<file path="src/rtl/irq_latch_pkg.sv">
package irq_latch_pkg;
    localparam logic [7:0] MASK_PRIMARY   = 8'hF8;
    localparam logic [7:0] MASK_SECONDARY = 8'hDE;

    typedef enum logic {
        TRIG_EDGE  = 1'b0,
        TRIG_LEVEL = 1'b1
    } trig_mode_e;
endpackage

</file>
<file path="src/rtl/irq_sync_chain.sv">
module irq_sync_chain #(
    parameter int NCH    = 8,
    parameter int STAGES = 2
) (
    input  logic           clk_i,
    input  logic           rst_ni,
    input  logic [NCH-1:0] async_i,
    output logic [NCH-1:0] sync_o
);
    logic [NCH-1:0] stage_q [STAGES];
    logic [NCH-1:0] stage_d [STAGES];

    always_comb begin
        stage_d[0] = async_i;
        for (int s = 1; s < STAGES; s++) begin
            stage_d[s] = stage_q[s-1];
        end
    end

    generate
        for (genvar g = 0; g < STAGES; g++) begin : g_stage
            always_ff @(posedge clk_i or negedge rst_ni) begin
                if (!rst_ni) stage_q[g] <= '0;
                else         stage_q[g] <= stage_d[g];
            end
        end
    endgenerate

    assign sync_o = stage_q[STAGES-1];
endmodule

</file>
<file path="src/rtl/irq_trig_cfg.sv">
module irq_trig_cfg #(
    parameter int             NCH     = 8,
    parameter logic [NCH-1:0] WR_MASK = '1
) (
    input  logic           clk_i,
    input  logic           rst_ni,
    input  logic           init_i,
    input  logic           we_i,
    input  logic [NCH-1:0] wdata_i,
    output logic [NCH-1:0] trig_o
);
    logic [NCH-1:0] trig_d, trig_q;

    always_comb begin
        trig_d = trig_q;
        if (init_i)    trig_d = '0;
        else if (we_i) trig_d = wdata_i & WR_MASK;
    end

    always_ff @(posedge clk_i or negedge rst_ni) begin
        if (!rst_ni) trig_q <= '0;
        else         trig_q <= trig_d;
    end

    assign trig_o = trig_q;
endmodule

</file>
<file path="src/rtl/irq_req_core.sv">
module irq_req_core
    import irq_latch_pkg::*;
#(
    parameter int NCH   = 8,
    parameter int IDX_W = $clog2(NCH)
) (
    input  logic             clk_i,
    input  logic             rst_ni,
    input  logic             init_i,
    input  logic [NCH-1:0]   lvl_i,
    input  logic [NCH-1:0]   trig_i,
    input  logic             ack_valid_i,
    input  logic [IDX_W-1:0] ack_idx_i,
    output logic [NCH-1:0]   req_o,
    output logic [NCH-1:0]   last_o
);
    typedef struct packed {
        logic [NCH-1:0] req;
        logic [NCH-1:0] last;
    } core_state_t;

    core_state_t st_d, st_q;
    logic [NCH-1:0] ack_hit;
    logic [NCH-1:0] rise;

    generate
        for (genvar c = 0; c < NCH; c++) begin : g_chan
            assign ack_hit[c] = ack_valid_i && (ack_idx_i == IDX_W'(c));
            assign rise[c]    = lvl_i[c] & ~st_q.last[c];
        end
    endgenerate

    always_comb begin
        st_d = st_q;
        for (int c = 0; c < NCH; c++) begin
            st_d.last[c] = lvl_i[c];
            if (trig_mode_e'(trig_i[c]) == TRIG_LEVEL) begin
                st_d.req[c] = lvl_i[c];
            end else begin
                st_d.req[c] = rise[c] | (st_q.req[c] & ~ack_hit[c]);
            end
        end
        if (init_i) begin
            st_d = '0;
        end
    end

    always_ff @(posedge clk_i or negedge rst_ni) begin
        if (!rst_ni) st_q <= '0;
        else         st_q <= st_d;
    end

    assign req_o  = st_q.req;
    assign last_o = st_q.last;
endmodule

</file>
<file path="src/rtl/irq_trigger_latch.sv">
module irq_trigger_latch
    import irq_latch_pkg::*;
#(
    parameter int             NCH         = 8,
    parameter int             SYNC_STAGES = 2,
    parameter logic [NCH-1:0] WR_MASK     = MASK_PRIMARY,
    localparam int            IDX_W       = $clog2(NCH)
) (
    input  logic             clk_i,
    input  logic             rst_ni,
    input  logic [NCH-1:0]   irq_i,
    input  logic             init_i,
    input  logic             ack_valid_i,
    input  logic [IDX_W-1:0] ack_idx_i,
    input  logic             cfg_we_i,
    input  logic [NCH-1:0]   cfg_wdata_i,
    output logic [NCH-1:0]   cfg_rdata_o,
    output logic [NCH-1:0]   req_o
);
    logic [NCH-1:0] sync_lvl;
    logic [NCH-1:0] trig_sel;
    logic [NCH-1:0] last_lvl;

    irq_sync_chain #(.NCH(NCH), .STAGES(SYNC_STAGES)) u_sync (
        .clk_i  (clk_i),
        .rst_ni (rst_ni),
        .async_i(irq_i),
        .sync_o (sync_lvl)
    );

    irq_trig_cfg #(.NCH(NCH), .WR_MASK(WR_MASK)) u_cfg (
        .clk_i  (clk_i),
        .rst_ni (rst_ni),
        .init_i (init_i),
        .we_i   (cfg_we_i),
        .wdata_i(cfg_wdata_i),
        .trig_o (trig_sel)
    );

    irq_req_core #(.NCH(NCH), .IDX_W(IDX_W)) u_core (
        .clk_i      (clk_i),
        .rst_ni     (rst_ni),
        .init_i     (init_i),
        .lvl_i      (sync_lvl),
        .trig_i     (trig_sel),
        .ack_valid_i(ack_valid_i),
        .ack_idx_i  (ack_idx_i),
        .req_o      (req_o),
        .last_o     (last_lvl)
    );

    assign cfg_rdata_o = trig_sel;
endmodule

</file>
<file path="config.mk">
export PLATFORM = sky130hd
export DESIGN_NAME = irq_trigger_latch
export DESIGN_NICKNAME = d
export VERILOG_FILES = /design/src/rtl/irq_latch_pkg.sv /design/src/rtl/irq_sync_chain.sv /design/src/rtl/irq_trig_cfg.sv /design/src/rtl/irq_req_core.sv /design/src/rtl/irq_trigger_latch.sv
export SDC_FILE = /design/constraint.sdc
export NUM_CORES = 1
export LEC_CHECK = 0
export BUFFER_PORTS_ARGS = -buffer_cell sky130_fd_sc_hd__buf_2
export CAP_MARGIN = 15
export CORE_MARGIN = 4
export CORE_UTILIZATION = 32
export CTS_CLUSTER_SIZE = 14
export DETAILED_ROUTE_END_ITERATION = 12
export MAX_ROUTING_LAYER = met4
export SETUP_SLACK_MARGIN = 0.4
export SLEW_MARGIN = 25
export SYNTH_ARGS = -nofsm -noshare
export SYNTH_HDL_FRONTEND = slang
export SYNTH_SLANG_ARGS = --single-unit
</file>
<file path="constraint.sdc">
create_clock -name clk_i -period 0.85 [get_ports clk_i]
set_input_delay 0.085 -clock clk_i [delete_from_list [all_inputs] [get_ports clk_i]]
set_output_delay 0.085 -clock clk_i [all_outputs]
set_load 0.03 [all_outputs]
</file>
# Word-level counts from Yosys, hierarchy flattened
# Cells that the tools add are included.
# totals
reg_bits	40
in_bits	24
elab_cells	73
# classes
eq_ne	7
n_mux	11
bitwise	40
n_reduce_logical	10
# ops
cell	n
1-bit AND	16
16-bit two-way mux	1
8-bit two-way mux	2
1-bit NOT	16
3-bit == test (second input constant)	4
1-bit logical AND	8
1-bit two-way mux	8
1-bit bitwise OR	8
3-bit by 2-bit == test with 1-bit output (second input constant)	2
3-bit by 1-bit == test with 1-bit output (second input constant)	1
3-bit logical NOT	1
2-bit nonzero test	1

# Depth between registers and ports, before layout
# depth
word_depth	7
depth_mapped	4
mapped_depth_nobuf	2

# Modules after synthesis
# From an unflattened synthesis, not the netlist that was laid out.
# unflattened
hier_cells	93
hier_area_um2	1323.8
# by_module_without_submodules
module	instances	cells_each	area_per_inst_um2	seq_area_each_um2
irq_req_core	1	57	691.9	400.4
irq_sync_chain	1	16	400.4	400.4
irq_trig_cfg	1	20	231.5	125.1

# Worst setup path before layout
# OpenSTA, ideal clock, no wires.
# synth_path
path_type	register to register
start	register u_cfg.trig_q[6] (netlist: u_cfg.trig_o[6])
end	register u_core.st_q (netlist bit u_core.req_o[6])
setup_time_ns	0.122
arrival_time_ns	0.865
required_ns	0.728
slack_ns	-0.136
stages_incl_launch_ff	3
n_path_buf	0
cell_sequence	dfrtp_1 nand2b_1 a32o_1
# synth_rtl
element	line	text
start: declaration	irq_trig_cfg.sv:12	logic [NCH-1:0] trig_d, trig_q;
start signal: assignment	irq_trig_cfg.sv:22	else trig_q <= trig_d;
end signal: assignment	irq_req_core.sv:50	else st_q <= st_d;
end: declaration	irq_req_core.sv:22	core_state_t st_d, st_q;

# Worst setup path in the final report
# layout_path
start	register u_cfg.trig_q[6] (netlist: u_cfg.trig_o[6])
end	output cfg_rdata_o[6]
# layout_rtl
element	line	text
end: declaration	irq_trigger_latch.sv:17	output logic [NCH-1:0] cfg_rdata_o,
# No word-level cell between the ends.

==> results.md <==
- The flow ran to the end, but the final reports show violations.
- The final reports fail on hold timing, setup timing.
- 0 antenna diodes ended up in the layout.
- The average instance in the mapped netlist occupies 14.20 µm².
- The most frequent cell on the critical path is sky130_fd_sc_hd__buf_6.
- Summed over all nets, the half-perimeter wirelength after detailed placement is 1893 µm.
- During placement, the flow inserted port buffers numbering 33.
- By count the netlist is led by 37 x sky130_fd_sc_hd__dfrtp_1, 13 x sky130_fd_sc_hd__nor2_1, 8 x sky130_fd_sc_hd__a32o_1, 8 x sky130_fd_sc_hd__nor2b_1.
- The cell with the largest stage delay on the worst path is sky130_fd_sc_hd__dfrtp_2.
- The routed design has 2650 µm of wire.
- For this run, the slowest stage of the critical path takes 410 ps.
- Counting the fill cells in the layout gives 332.
- Synthesis handed over a netlist of 92 instances.
- The number of maximum-capacitance violations is 0.
- The reg-to-reg endpoint is u_core.req_o[6].
- The power per cell area is 1880 mW/mm².
- The final weighted congestion in routability-driven placement is 0.6930.
- The number of library cell types mapped by synthesis is 15.
- In this run, CTS created clock tree buffers numbering 5.
- OpenSTA, run right after detailed placement, puts the worst setup slack at -210.2 ps.
- The floorplan step set the die width to 71.89 µm.
- Across all register-to-register paths, the minimum setup slack is -140 ps.
- On the final layout, the worst hold slack is -245.5 ps.
- The number of vias per cell after detailed routing is 4.510.
- Setup repair after global routing could not meet its margin everywhere.
- The most used standard cell by instance count after synthesis is sky130_fd_sc_hd__dfrtp_1.
- The number of warnings reported in the yosys synthesis log is 0.
- The tree is rooted in a sky130_fd_sc_hd__clkbuf_8.
- The final total power is 3.781 mW.
- The number of global-route vias before repair is 942.
- In the routed design, unresolved DRC markers number 0.
- In the synthesized netlist the async set-or-reset flop fraction comes to 100.0%.
- The signal on the critical path passes through buf_6 > buf_6.
- In the final layout, the share of cells above drive strength 1 is 55.33%.
- VDD sags by at most 0.001442 V.
- The final routed wire length divided by cell count is 13.38 µm.
- The number of antenna violations at the first check in global routing was 0.
- The number of iterations in the first detailed-routing pass is 4.
- At the worst endpoint, the required time is 760 ps.
- STA classifies the critical path startpoint as a flip-flop.
- The starting utilization of the core area is 34.39%.
- The CTS tree is built.
- Of all nets on the critical path, the largest fanout is 2.
- At the worst endpoint, the arrival time is 940 ps.
- Summing over every cut layer, the via total after detailed routing is 893.
- By startpoint and endpoint, the worst setup path is classified as flip-flop to output port.
- The final number of hold-violating endpoints is 45.
- The first-iteration detailed-routing DRC count is 24.
- The number of register bits inferred by synthesis is 37.
- The final worst-path cycle share is 120.6%.
- The startpoint of the most critical register-to-register path is u_cfg.trig_o[6].
- The fraction of synthesized cell area taken by the top area cell type is 70.88%.
- Clock-pin slew was measured on the worst setup and hold paths at 60 ps.
- The global-route wire length before repair is 4443 µm.
- The max-slew violation count was 0.
- The nature of the critical path endpoint is an output port.
- The overall die area is 0.005168 mm².
- The tree built by TritonCTS fans out to 37 sinks.
- In this run the cell area of the synthesized design comes to 0.001306 mm².
- The number of synthesized flops with an enable pin is 0.
- The highest achievable clock rate is 975.7 MHz.
- The clock skew after layout is 7.619 ps.
- Setup violations remaining at the end of the flow were counted as 19.
- In this run the remaining antenna-violating nets after routing total 0.
- The total congestion overflow is 0.
- The post-route minimum period is 1025 ps.
- The core region area is 0.003799 mm².
- The number of cells on the worst reg-to-reg path is 3.
- The sequential element share of the synthesized area is 70.88%.
- The kind of path behind the tightest hold check is input pin to async pin.
- The setup TNS is -1711 ps.
- The pin count of the biggest net entering global routing is 38.
- By area the synthesized netlist is led by sky130_fd_sc_hd__dfrtp_1 71%, sky130_fd_sc_hd__a32o_1 6.1%, sky130_fd_sc_hd__mux2i_1 3.8%, sky130_fd_sc_hd__nor2b_1 3.8%, sky130_fd_sc_hd__nor2_1 3.7%.
- The leakage power is 0.9569 nW.
- From synthesis to final layout, the design area changed by 53.93%.
- The dominant cell type by area after synthesis is sky130_fd_sc_hd__dfrtp_1.
- The aggregate global-route resource usage is 12.02%.
- Counting along the longest clock path gives a buffer depth of 2.
- In this run the count of I/O pins placed on the die edge is 40.
- The destination of the critical timing path is cfg_rdata_o[6].
- The number of rows in the core area is 22.
- The setup slack of the critical path after layout is -174.9 ps.
- In the final design database the tool counted 173 nets.
- The clock reaches the later pin of the worst-skew pair after 280 ps.
- The first element of the critical path is u_cfg.trig_o[6].
- The clock tree synthesis step divided the H-tree into 2 levels.
- For this run, the leading register cell type out of synthesis is sky130_fd_sc_hd__dfrtp_1.
- The die is 71.89 µm tall.
-- layer usage --
metal	routed length, µm	track usage, %	vias to the layer above
met3	142	4.571	7
met5	0	-	-
met4	64	5.010	0
li1	-	-	425
met1	1028	12.92	438
met2	1414	19.90	23
-- critical path, delay by kind of cell, from the launching register on --
family	cells	cell delay (ps)
buf+inv	2	250
flops	1	410
-- stage by stage --
| step | util (%) | cells | cell area (µm²) |
|---|---|---|---|
| floorplan | - | 94 | 1400 |
| global placement | 44.60 | 180 | 1694 |
| detailed placement | 44.60 | 180 | 1694 |
| CTS | 51.38 | 197 | 1952 |
| global route | 52.93 | 198 | 2011 |
| finish | 52.93 | 198 | 2011 |
-- power by group --
group	switching (mW)	internal, mW
registers	0.0674	1.87
clock network	0.541	0.660
logic	0.301	0.339
total	0.909	2.87
-- sequential cells by signal (all words and copies together) (netlist names) --
signal / flops
u_core.last_o: 8
u_sync.sync_o: 8
u_sync.stage_d: 8
u_core.req_o: 8
u_cfg.trig_o: 5
-- cells in the final DEF, fill, tap and decap left out, drive strengths merged, types with 3 or more instances in the layout --
cell and n:
buf 54, dfrtp 37, nor2 13, nor2b 8, a32o 8, clkbuf 8, nand2b 5, mux2i 5
nand4b 3, nand4bb 3, conb 3
-- worst min-delay path by stage --
stage / from / to / slack, ps / depth (start not counted)
floorplan: rst_ni / u_cfg.trig_o[3] / -210 / 0
global placement: rst_ni / u_sync.stage_d[6] / 60 / 2
detailed placement: rst_ni / u_core.last_o[6] / 60 / 2
CTS: rst_ni / u_sync.stage_d[2] / -250 / 2
global route: rst_ni / u_core.last_o[0] / -240 / 2
finish: rst_ni / u_core.last_o[6] / -250 / 2
-- cells by family (layout without fill, tap and decap cells) --
logic type             after synthesis  count (layout)  share of synthesized area [%]
AOI/OAI and AO/OA                    8               8                          6.131
buffers and inverters                7              63                          3.064
DFF                                 37              37                          70.88
muxes                                5               5                          3.832
other                                1               3                         0.2871
and+or+nand+nor                     34              34                          15.81
-- timing repair --
item | in CTS | in global routing
setup buffers | 9 | 1
endpoints found under the hold margin | 45 | 45
endpoints found under the setup margin | 42 | 42
pin swaps | 1 | 6
gates resized for setup | 31 | 13
-- final cells by class --
class	instances	area, µm²	share of cell area (%)
flip-flops and latches	37	934.6	46.48
repair buffers	54	467.9	23.27
multi-input cells	50	454.2	22.59
clock buffers	8	90.09	4.480
well taps	48	60.06	2.987
inverters	1	3.754	0.1867
(Power assumes the default switching activity.)
